### config.mk
export PLATFORM = sky130hd
export DESIGN_NAME = irq_route_mux
export DESIGN_NICKNAME = d
export VERILOG_FILES = /design/src/rtl/irq_route_pkg.sv /design/src/rtl/irq_addr_dec.sv /design/src/rtl/irq_sel_regs.sv /design/src/rtl/irq_line_mux.sv /design/src/rtl/irq_route_mux.sv
export SDC_FILE = /design/constraint.sdc
export NUM_CORES = 1
export LEC_CHECK = 0
export ABC_AREA = 1
export BUFFER_PORTS_ARGS = -buffer_cell sky130_fd_sc_hd__buf_2
export CORE_ASPECT_RATIO = 1.2
export CORE_MARGIN = 3
export CORE_UTILIZATION = 60
export DETAILED_ROUTE_END_ITERATION = 12
export PLACE_DENSITY = 0.86
export SLEW_MARGIN = 20
export SYNTH_ARGS = -nofsm -noshare
export SYNTH_HDL_FRONTEND = slang
export SYNTH_HIERARCHICAL = 1
export SYNTH_SLANG_ARGS = --single-unit
### constraint.sdc
create_clock -name clk -period 1.9 [get_ports clk]
set_input_delay 0.57 -clock clk [delete_from_list [all_inputs] [get_ports clk]]
set_output_delay 0.57 -clock clk [all_outputs]
set_load 0.1 [all_outputs]
### src/rtl/irq_route_pkg.sv
package irq_route_pkg;

    localparam int unsigned IR_REG_W          = 32;
    localparam int unsigned IR_SEL_W          = 4;
    localparam int unsigned IR_NUM_SRC        = 16;
    localparam int unsigned IR_NUM_LINES      = 12;
    localparam int unsigned IR_FIELDS_PER_REG = 6;
    localparam int unsigned IR_FIRST_LINE     = 4;
    localparam int unsigned IR_ADDR_W         = 3;
    localparam int unsigned IR_NUM_REGS       =
        (IR_NUM_LINES + IR_FIELDS_PER_REG - 1) / IR_FIELDS_PER_REG;

    // read-side access machine
    typedef enum logic [0:0] {
        ACC_IDLE = 1'b0,
        ACC_RESP = 1'b1
    } acc_state_e;

    // lowest bit of field slot s: one spare bit after every field,
    // plus an extra spare bit at the half-word boundary
    function automatic int unsigned field_lsb(input int unsigned slot);
        return slot * (IR_SEL_W + 1) + ((slot >= 3) ? 1 : 0);
    endfunction

    // higher-numbered lines live in the lower register offset
    function automatic int unsigned reg_of_line(input int unsigned line);
        return IR_NUM_REGS - 1 - (line / IR_FIELDS_PER_REG);
    endfunction

    function automatic int unsigned default_code(input int unsigned line);
        return (line + IR_FIRST_LINE) % IR_NUM_SRC;
    endfunction

    // bits of a register that hold select fields
    function automatic logic [IR_REG_W-1:0] field_mask();
        logic [IR_REG_W-1:0] m;
        m = '0;
        for (int unsigned s = 0; s < IR_FIELDS_PER_REG; s++) begin
            m[field_lsb(s) +: IR_SEL_W] = '1;
        end
        return m;
    endfunction

endpackage

### src/rtl/irq_addr_dec.sv
module irq_addr_dec
    import irq_route_pkg::*;
#(
    parameter int unsigned ADDR_W   = IR_ADDR_W,
    parameter int unsigned NUM_REGS = IR_NUM_REGS
) (
    input  logic [ADDR_W-1:0]                     addr,
    output logic                                  hit,
    output logic [$clog2(NUM_REGS > 1 ? NUM_REGS : 2)-1:0] reg_idx
);
    localparam int unsigned WORD_LSB = 2;
    localparam int unsigned RIDX_W   = $clog2(NUM_REGS > 1 ? NUM_REGS : 2);

    logic [ADDR_W-1:0] word_num;

    always_comb begin
        word_num = addr >> WORD_LSB;
        hit      = (addr[WORD_LSB-1:0] == '0) && (word_num < ADDR_W'(NUM_REGS));
        reg_idx  = word_num[RIDX_W-1:0];
    end

endmodule

### src/rtl/irq_sel_regs.sv
module irq_sel_regs
    import irq_route_pkg::*;
#(
    parameter int unsigned REG_W          = IR_REG_W,
    parameter int unsigned SEL_W          = IR_SEL_W,
    parameter int unsigned NUM_LINES      = IR_NUM_LINES,
    parameter int unsigned NUM_REGS       = IR_NUM_REGS,
    parameter int unsigned RIDX_W         = $clog2(NUM_REGS > 1 ? NUM_REGS : 2)
) (
    input  logic                        clk,
    input  logic                        rst_n,
    input  logic                        wr_en,
    input  logic [RIDX_W-1:0]           wr_reg,
    input  logic [REG_W-1:0]            wdata,
    input  logic [RIDX_W-1:0]           rd_reg,
    output logic [REG_W-1:0]            rd_word,
    output logic [NUM_LINES*SEL_W-1:0]  sel_flat
);
    logic [SEL_W-1:0] sel_q   [NUM_LINES];
    logic [REG_W-1:0] contrib [NUM_LINES];

    // spare bits of the write word are dropped on purpose
    logic unused_gap_bits;
    assign unused_gap_bits = ^(wdata & ~field_mask());

    for (genvar k = 0; k < NUM_LINES; k++) begin : g_line
        localparam int unsigned REG_IDX = reg_of_line(k);
        localparam int unsigned LSB     = field_lsb(k % IR_FIELDS_PER_REG);
        localparam logic [SEL_W-1:0] RST_CODE = SEL_W'(default_code(k));

        always_ff @(posedge clk or negedge rst_n) begin
            if (!rst_n) begin
                sel_q[k] <= RST_CODE;
            end else if (wr_en && (wr_reg == RIDX_W'(REG_IDX))) begin
                sel_q[k] <= wdata[LSB +: SEL_W];
            end
        end

        assign contrib[k] = (rd_reg == RIDX_W'(REG_IDX))
                          ? (REG_W'(sel_q[k]) << LSB) : '0;
        assign sel_flat[k*SEL_W +: SEL_W] = sel_q[k];
    end

    always_comb begin
        rd_word = '0;
        for (int k = 0; k < NUM_LINES; k++) begin
            rd_word = rd_word | contrib[k];
        end
    end

endmodule

### src/rtl/irq_line_mux.sv
module irq_line_mux
    import irq_route_pkg::*;
#(
    parameter int unsigned SEL_W     = IR_SEL_W,
    parameter int unsigned NUM_SRC   = IR_NUM_SRC,
    parameter int unsigned NUM_LINES = IR_NUM_LINES
) (
    input  logic                       clk,
    input  logic                       rst_n,
    input  logic [NUM_SRC-1:0]         src_evt,
    input  logic [NUM_LINES*SEL_W-1:0] sel_flat,
    output logic [NUM_LINES-1:0]       irq_out
);
    for (genvar k = 0; k < NUM_LINES; k++) begin : g_route
        logic [SEL_W-1:0] code;
        assign code = sel_flat[k*SEL_W +: SEL_W];

        always_ff @(posedge clk or negedge rst_n) begin
            if (!rst_n) begin
                irq_out[k] <= 1'b0;
            end else begin
                irq_out[k] <= src_evt[code];
            end
        end
    end

endmodule

### src/rtl/irq_route_mux.sv
module irq_route_mux
    import irq_route_pkg::*;
#(
    parameter int unsigned ADDR_W    = IR_ADDR_W,
    parameter int unsigned REG_W     = IR_REG_W,
    parameter int unsigned SEL_W     = IR_SEL_W,
    parameter int unsigned NUM_SRC   = IR_NUM_SRC,
    parameter int unsigned NUM_LINES = IR_NUM_LINES
) (
    input  logic                 clk,
    input  logic                 rst_n,
    input  logic                 wr_req,
    input  logic                 rd_req,
    input  logic [ADDR_W-1:0]    addr,
    input  logic [REG_W-1:0]     wdata,
    output logic [REG_W-1:0]     rdata,
    output logic                 rd_valid,
    input  logic [NUM_SRC-1:0]   src_evt,
    output logic [NUM_LINES-1:0] cpu_irq
);
    localparam int unsigned NUM_REGS = (NUM_LINES + IR_FIELDS_PER_REG - 1) / IR_FIELDS_PER_REG;
    localparam int unsigned RIDX_W   = $clog2(NUM_REGS > 1 ? NUM_REGS : 2);

    logic                       addr_hit;
    logic [RIDX_W-1:0]          addr_reg;
    logic [REG_W-1:0]           rd_word;
    logic [NUM_LINES*SEL_W-1:0] sel_flat;
    logic [REG_W-1:0]           rdata_q;
    acc_state_e                 state_q, state_d;

    irq_addr_dec #(
        .ADDR_W   (ADDR_W),
        .NUM_REGS (NUM_REGS)
    ) u_dec (
        .addr    (addr),
        .hit     (addr_hit),
        .reg_idx (addr_reg)
    );

    irq_sel_regs #(
        .REG_W     (REG_W),
        .SEL_W     (SEL_W),
        .NUM_LINES (NUM_LINES),
        .NUM_REGS  (NUM_REGS),
        .RIDX_W    (RIDX_W)
    ) u_regs (
        .clk      (clk),
        .rst_n    (rst_n),
        .wr_en    (wr_req && addr_hit),
        .wr_reg   (addr_reg),
        .wdata    (wdata),
        .rd_reg   (addr_reg),
        .rd_word  (rd_word),
        .sel_flat (sel_flat)
    );

    irq_line_mux #(
        .SEL_W     (SEL_W),
        .NUM_SRC   (NUM_SRC),
        .NUM_LINES (NUM_LINES)
    ) u_mux (
        .clk      (clk),
        .rst_n    (rst_n),
        .src_evt  (src_evt),
        .sel_flat (sel_flat),
        .irq_out  (cpu_irq)
    );

    // state register
    always_ff @(posedge clk or negedge rst_n) begin
        if (!rst_n) begin
            state_q <= ACC_IDLE;
        end else begin
            state_q <= state_d;
        end
    end

    // transitions
    always_comb begin
        state_d = state_q;
        unique case (state_q)
            ACC_IDLE: if (rd_req)  state_d = ACC_RESP;
            ACC_RESP: if (!rd_req) state_d = ACC_IDLE;
            default:               state_d = ACC_IDLE;
        endcase
    end

    // read data capture
    always_ff @(posedge clk or negedge rst_n) begin
        if (!rst_n) begin
            rdata_q <= '0;
        end else if (rd_req) begin
            rdata_q <= addr_hit ? rd_word : '0;
        end
    end

    // outputs
    always_comb begin
        rd_valid = 1'b0;
        rdata    = '0;
        unique case (state_q)
            ACC_IDLE: rd_valid = 1'b0;
            ACC_RESP: begin
                rd_valid = 1'b1;
                rdata    = rdata_q;
            end
            default:  rd_valid = 1'b0;
        endcase
    end

endmodule

# Yosys cells after proc, flatten, opt, wreduce, memory -nomap -nowiden
# Cells that the tools add are included.
dict set report classes {
  order_cmp 13
  muxes 40
  n_bitwise 13
  n_reduce_logical 5
}
# op count
set ops {}
lappend ops {{32-bit bitwise OR} 3}
lappend ops {{32-bit 2-to-1 mux} 2}
lappend ops {{32-bit by 25-bit bitwise OR with 32-bit output} 2}
lappend ops {{32-bit by 30-bit bitwise OR with 32-bit output} 2}
lappend ops {{4-bit by 5-bit < comparator with 1-bit output, second input constant} 12}
lappend ops {{30-bit 2-to-1 mux} 2}
lappend ops {{25-bit 2-to-1 mux} 2}
lappend ops {{1-bit binary-select mux with 4-bit select} 12}
lappend ops {{20-bit 2-to-1 mux} 2}
lappend ops {{32-bit by 14-bit bitwise OR with 32-bit output} 1}
lappend ops {{32-bit by 20-bit bitwise OR with 32-bit output} 1}
lappend ops {{32-bit by 4-bit bitwise OR with 32-bit output} 1}
lappend ops {{32-bit by 9-bit bitwise OR with 32-bit output} 1}
lappend ops {{14-bit 2-to-1 mux} 2}
lappend ops {{9-bit 2-to-1 mux} 2}
lappend ops {{1-bit 2-to-1 mux} 13}
lappend ops {{4-bit 2-to-1 mux} 2}
lappend ops {{1-bit logical AND} 4}
lappend ops {{2-bit logical NOT} 1}
lappend ops {{1-bit by 2-bit < comparator with 1-bit output, second input constant} 1}
lappend ops {{1-bit inverter} 2}
lappend ops {{1-bit one-hot mux with 2 select lines} 1}
dict set report totals {
  ff_bits 93
  output_inout_bits 45
}

# Logic depth before layout (Yosys ltp)
dict set report logic_depth {
  depth_word 13
  depth_mapped 9
  mapped_depth_nobuf 6
}

# Hierarchy
# The synthesis kept the hierarchy.
# module instances cells_each area_per_inst_um2 seq_area_each_um2
set modules_own_cells {}
lappend modules_own_cells {irq_line_mux 1 476 2531.2 300.3}
lappend modules_own_cells {irq_sel_regs 1 295 2317.2 1236.2}
lappend modules_own_cells {irq_route_mux 1 210 1641.6 825.8}
lappend modules_own_cells {irq_addr_dec 1 2 11.3 0.0}

# Least setup slack after synthesis
# No wires, ideal clock.
dict set report synth_path {
  path_type {flip-flop to output port}
  start {register state_q}
  end {output port rdata[10]}
  arrival_ps 1864
  required_time_ps 1330
  setup_slack_ps -534
  stages_incl_launch_ff 4
  path_buffers 1
  cell_sequence {dfrtp_1 buf_6 nand2_1 inv_1}
}
dict set report synth_via {
  elab_chain_len 1
}
# item line_no
set synth_lines {}
lappend synth_lines {{from (decl)} irq_route_mux.sv:29} ;# acc_state_e state_q, state_d;
lappend synth_lines {{from (signal assigned)} irq_route_mux.sv:74} ;# state_q <= state_d;
lappend synth_lines {{32-bit 2-to-1 mux} irq_route_mux.sv:101} ;# unique case (state_q)
lappend synth_lines {{to (decl)} irq_route_mux.sv:16} ;# output logic [REG_W-1:0] rdata,
# No other way between the ends.

# Final worst setup path
dict set report layout_path {
  start {register state_q}
  end {output port rdata[24]}
}
# The elaborated chain is that of the path after synthesis.

==> parameters.txt <==
Parameter                              Value

Routing
  Number of violations reported at the end of detailed-routing iteration 0    819
  Via density per instance    5.66
  Final ANT Viol Nets    0
  Routed WL    17.4 mm
  Length of the first detailed-routing pass in iterations    6
  Routed length per instance    14.8 um
  Via count    6672
  DRC viols    0

Timing
  Post-layout min period    1.95 ns
  Final setup viols    28
  Maximum clock frequency    512 MHz
  Final Hold Vio Count    0
  Worst clock skew on the final layout    0.00803 ns
  Final critical-path share of the clock period    103%
  Final setup slack of the worst path    -0.0522 ns
  Hold Worst Slack    0.152 ns
  Total Neg Setup Slack    -0.865 ns
  Final-report max-slew violation count    0
  Setup repair after global routing missed its margin    true

Clock network
  Number of buffers on the longest clock path    2
  # clock sinks    93
  TritonCTS clock tree    built
  TritonCTS buffer count    9
  Latest clock arrival within the worst-skew pair    0.34 ns
  Clock root buffer master    sky130_fd_sc_hd__clkbuf_16
  Hold Buf Count CTS    0
  H-tree lvl count    3
  Clock-pin transition on the worst setup and hold timing paths    0.06 ns

Hold path
  Min-delay worst type    in -> async

Floorplan
  Placement Rows    41
  Initial Utilization    61.5%
  Core box area    10600 um^2
  I/O pins    100
  Die boundary width    101 um
  Chip Height    120 um
  Die Outline Area    12100 um^2

Setup path
  Reg2reg path depth    6
  Element type at the critical path end    primary output
  Startpoint of the worst-slack reg-to-reg timing path    u_regs/sel_flat[44]
  Worst stage delay on the critical path    0.52 ns
  Largest fanout of any net on the critical path    16
  Endpoint of the most critical register-to-register path    u_mux/irq_out[11]
  Startpoint class of the critical path    flop
  Cell at the slowest stage of the critical path    sky130_fd_sc_hd__dfrtp_4
  Depth of the critical timing path with buffers and inverters included    4
  Worst-path cell chain    buf_12, nand2_2, clkinvlp_4, buf_12
  Top Family by Delay on Critical Path    flip-flops
  Required time at the worst-slack endpoint    1.33 ns
  Most numerous cell on the critical path    sky130_fd_sc_hd__buf_12
  WS Path Type    reg -> out
  Data arrival time of the critical path    1.38 ns
  Count of buffer and inverter cells on the critical path    3
  Register-to-register path setup slack    0.66 ns

Power and ir drop
  Net switching power    3.35 mW
  Leakage power figure    3.92 nW
  Logic gate share of total power    37.8%
  Highest ir drop seen on vdd    664 uV
  Part of the power in the clock network    24.8%
  Proportion of power drawn by flip-flops and latches    37.4%
  Internal power summed over all cells    4.43 mW
  Power density relative to cell area    1000 nW/um^2
  Sw frac    43.0%
  Power consumption    7.77 mW

Synth
  Distinct cells, synth    19
  Dominant cell type by area after synthesis    sky130_fd_sc_hd__dfrtp_1
  Prevailing post-synth register cell    sky130_fd_sc_hd__dfrtp_1
  Number of warnings printed during yosys synthesis    6
  Share of flip-flops with an asynchronous set or reset after synthesis    100%
  Most common cell in the netlist    sky130_fd_sc_hd__nand2_1
  Sequential share of the synthesized area    36.3%
  Post-synthesis instance area    6500 um^2
  Gate Count Post-Synth    983
  Leading post-synthesis cells by cell area    sky130_fd_sc_hd__dfrtp_1 25%, sky130_fd_sc_hd__nand2_1 24%, sky130_fd_sc_hd__nand3_1 19%
  Mean post-synth cell area    6.61 um^2
  Number of enable flip-flop cells after synthesis    0
  Most frequent cells after synthesis    411 x sky130_fd_sc_hd__nand2_1, 246 x sky130_fd_sc_hd__nand3_1, 98 x sky130_fd_sc_hd__inv_1
  Synth top area share    25.0%
  Number of synthesized register bits    93

Layout
  Number of diodes added for antenna fixing    0
  Area used by sequential logic in the layout    2370 um^2
  Summed area of non-filler cells in the final layout    7780 um^2
  Final core utilization    73.6%
  Area growth from synthesis to final layout    19.6%
  Fillers    801
  Multi-input combinational cell area    3110 um^2
  Final Non-Filler Cells    1178
  Number of nets at the end of the flow    1099
  Fraction of layout cells with a size suffix above 1    24.4%

Global routing
  Global-route wire length before repair    28.0 mm
  Total track usage    29.0%
  Maximum number of pins on one net before global-route repair    41
  Antenna violations before repair    0
  Vias in the first global route    5827
  Global route total overflow    0

Place
  Buffers on Ports    91
  Post-Place Cells    1158
  Cell area after placement    7300 um^2
  GPL Wtd Cong    0.918
  Pre-CTS worst setup slack    0.122 ns
  Sum of net half-perimeters after detailed placement    11.5 mm

Flow run
  Max-cap violations    0

Outcome
  Violated checks    setup timing
  Run status    complete, but fails checks
[metal layers]
| layer | part of all wire, % | global-route usage (%) | vias to the layer above |
|---|---|---|---|
| met2 | 49 | 47.2 | 420 |
| met4 | 3.3 | 11.1 | 0 |
| met3 | 8.6 | 3.95 | 69 |
| met1 | 40 | 39.1 | 3010 |
| met5 | 0 | 0 | - |
| li1 | - | - | 3173 |
[how the worst max path moves through the flow]
stage	start	to	slack (ns)
after floorplan	state_q	rdata[10]	0.01
after CTS	state_q	rdata[6]	-0.05
after global routing	state_q	rdata[24]	-0.11
after detailed placement	addr[1]	u_regs/sel_flat[24]	0.12
after global placement	addr[1]	u_regs/sel_flat[32]	0.20
final	state_q	rdata[24]	-0.05
[sequential cells by signal (all words and copies together), names as in the netlist]
signal and flops:
u_mux/irq_out 12, rdata_q 32, u_regs/sel_flat 48, state_q 1
[logic make-up after synthesis]
group,share of synthesized area (%)
DFF,36.3
buffers and inverters,17.6
and+or+nand+nor,44.2
AOI/OAI and AO/OA,1.85
other,0.0577
[cells in the final DEF, fill, tap and decap left out, drive strengths merged]
cell	n
inv	94
nor2	1
buf	113
bufinv	2
dfstp	28
o21ai	24
clkinv	1
clkinvlp	31
conb	8
nand3	248
clkbuf	11
dfrtp	65
nand2	423
[power by group through the flow]
stage | Sequential [mW] | Combinational [mW] | Clock (mW)
after global routing | 2.96 | 3.17 | 2.02
after CTS | 2.89 | 2.91 | 1.95
after floorplan | 3.46 | 1.72 | 0
after detailed placement | 2.91 | 2.84 | 0
final | 2.91 | 2.94 | 1.93
after global placement | 2.90 | 2.78 | 0
[layout make-up]
cell class | instances | area share, %
clock inverter | 5 | 1.08
multi-input combinational | 704 | 40.0
inverter | 123 | 7.95
clock buffer | 11 | 3.12
tap | 129 | 2.07
sequential | 93 | 30.4
timing repair buffer | 113 | 15.3
[what timing repair did]
action / in CTS / in global routing
gates resized for setup: 32 / 3
hold endpoints to repair: 0 / 0
endpoints found under the setup margin: 32 / 33
setup buffers: 4 / 0
Note: power is estimated with default switching activity, not from simulation.
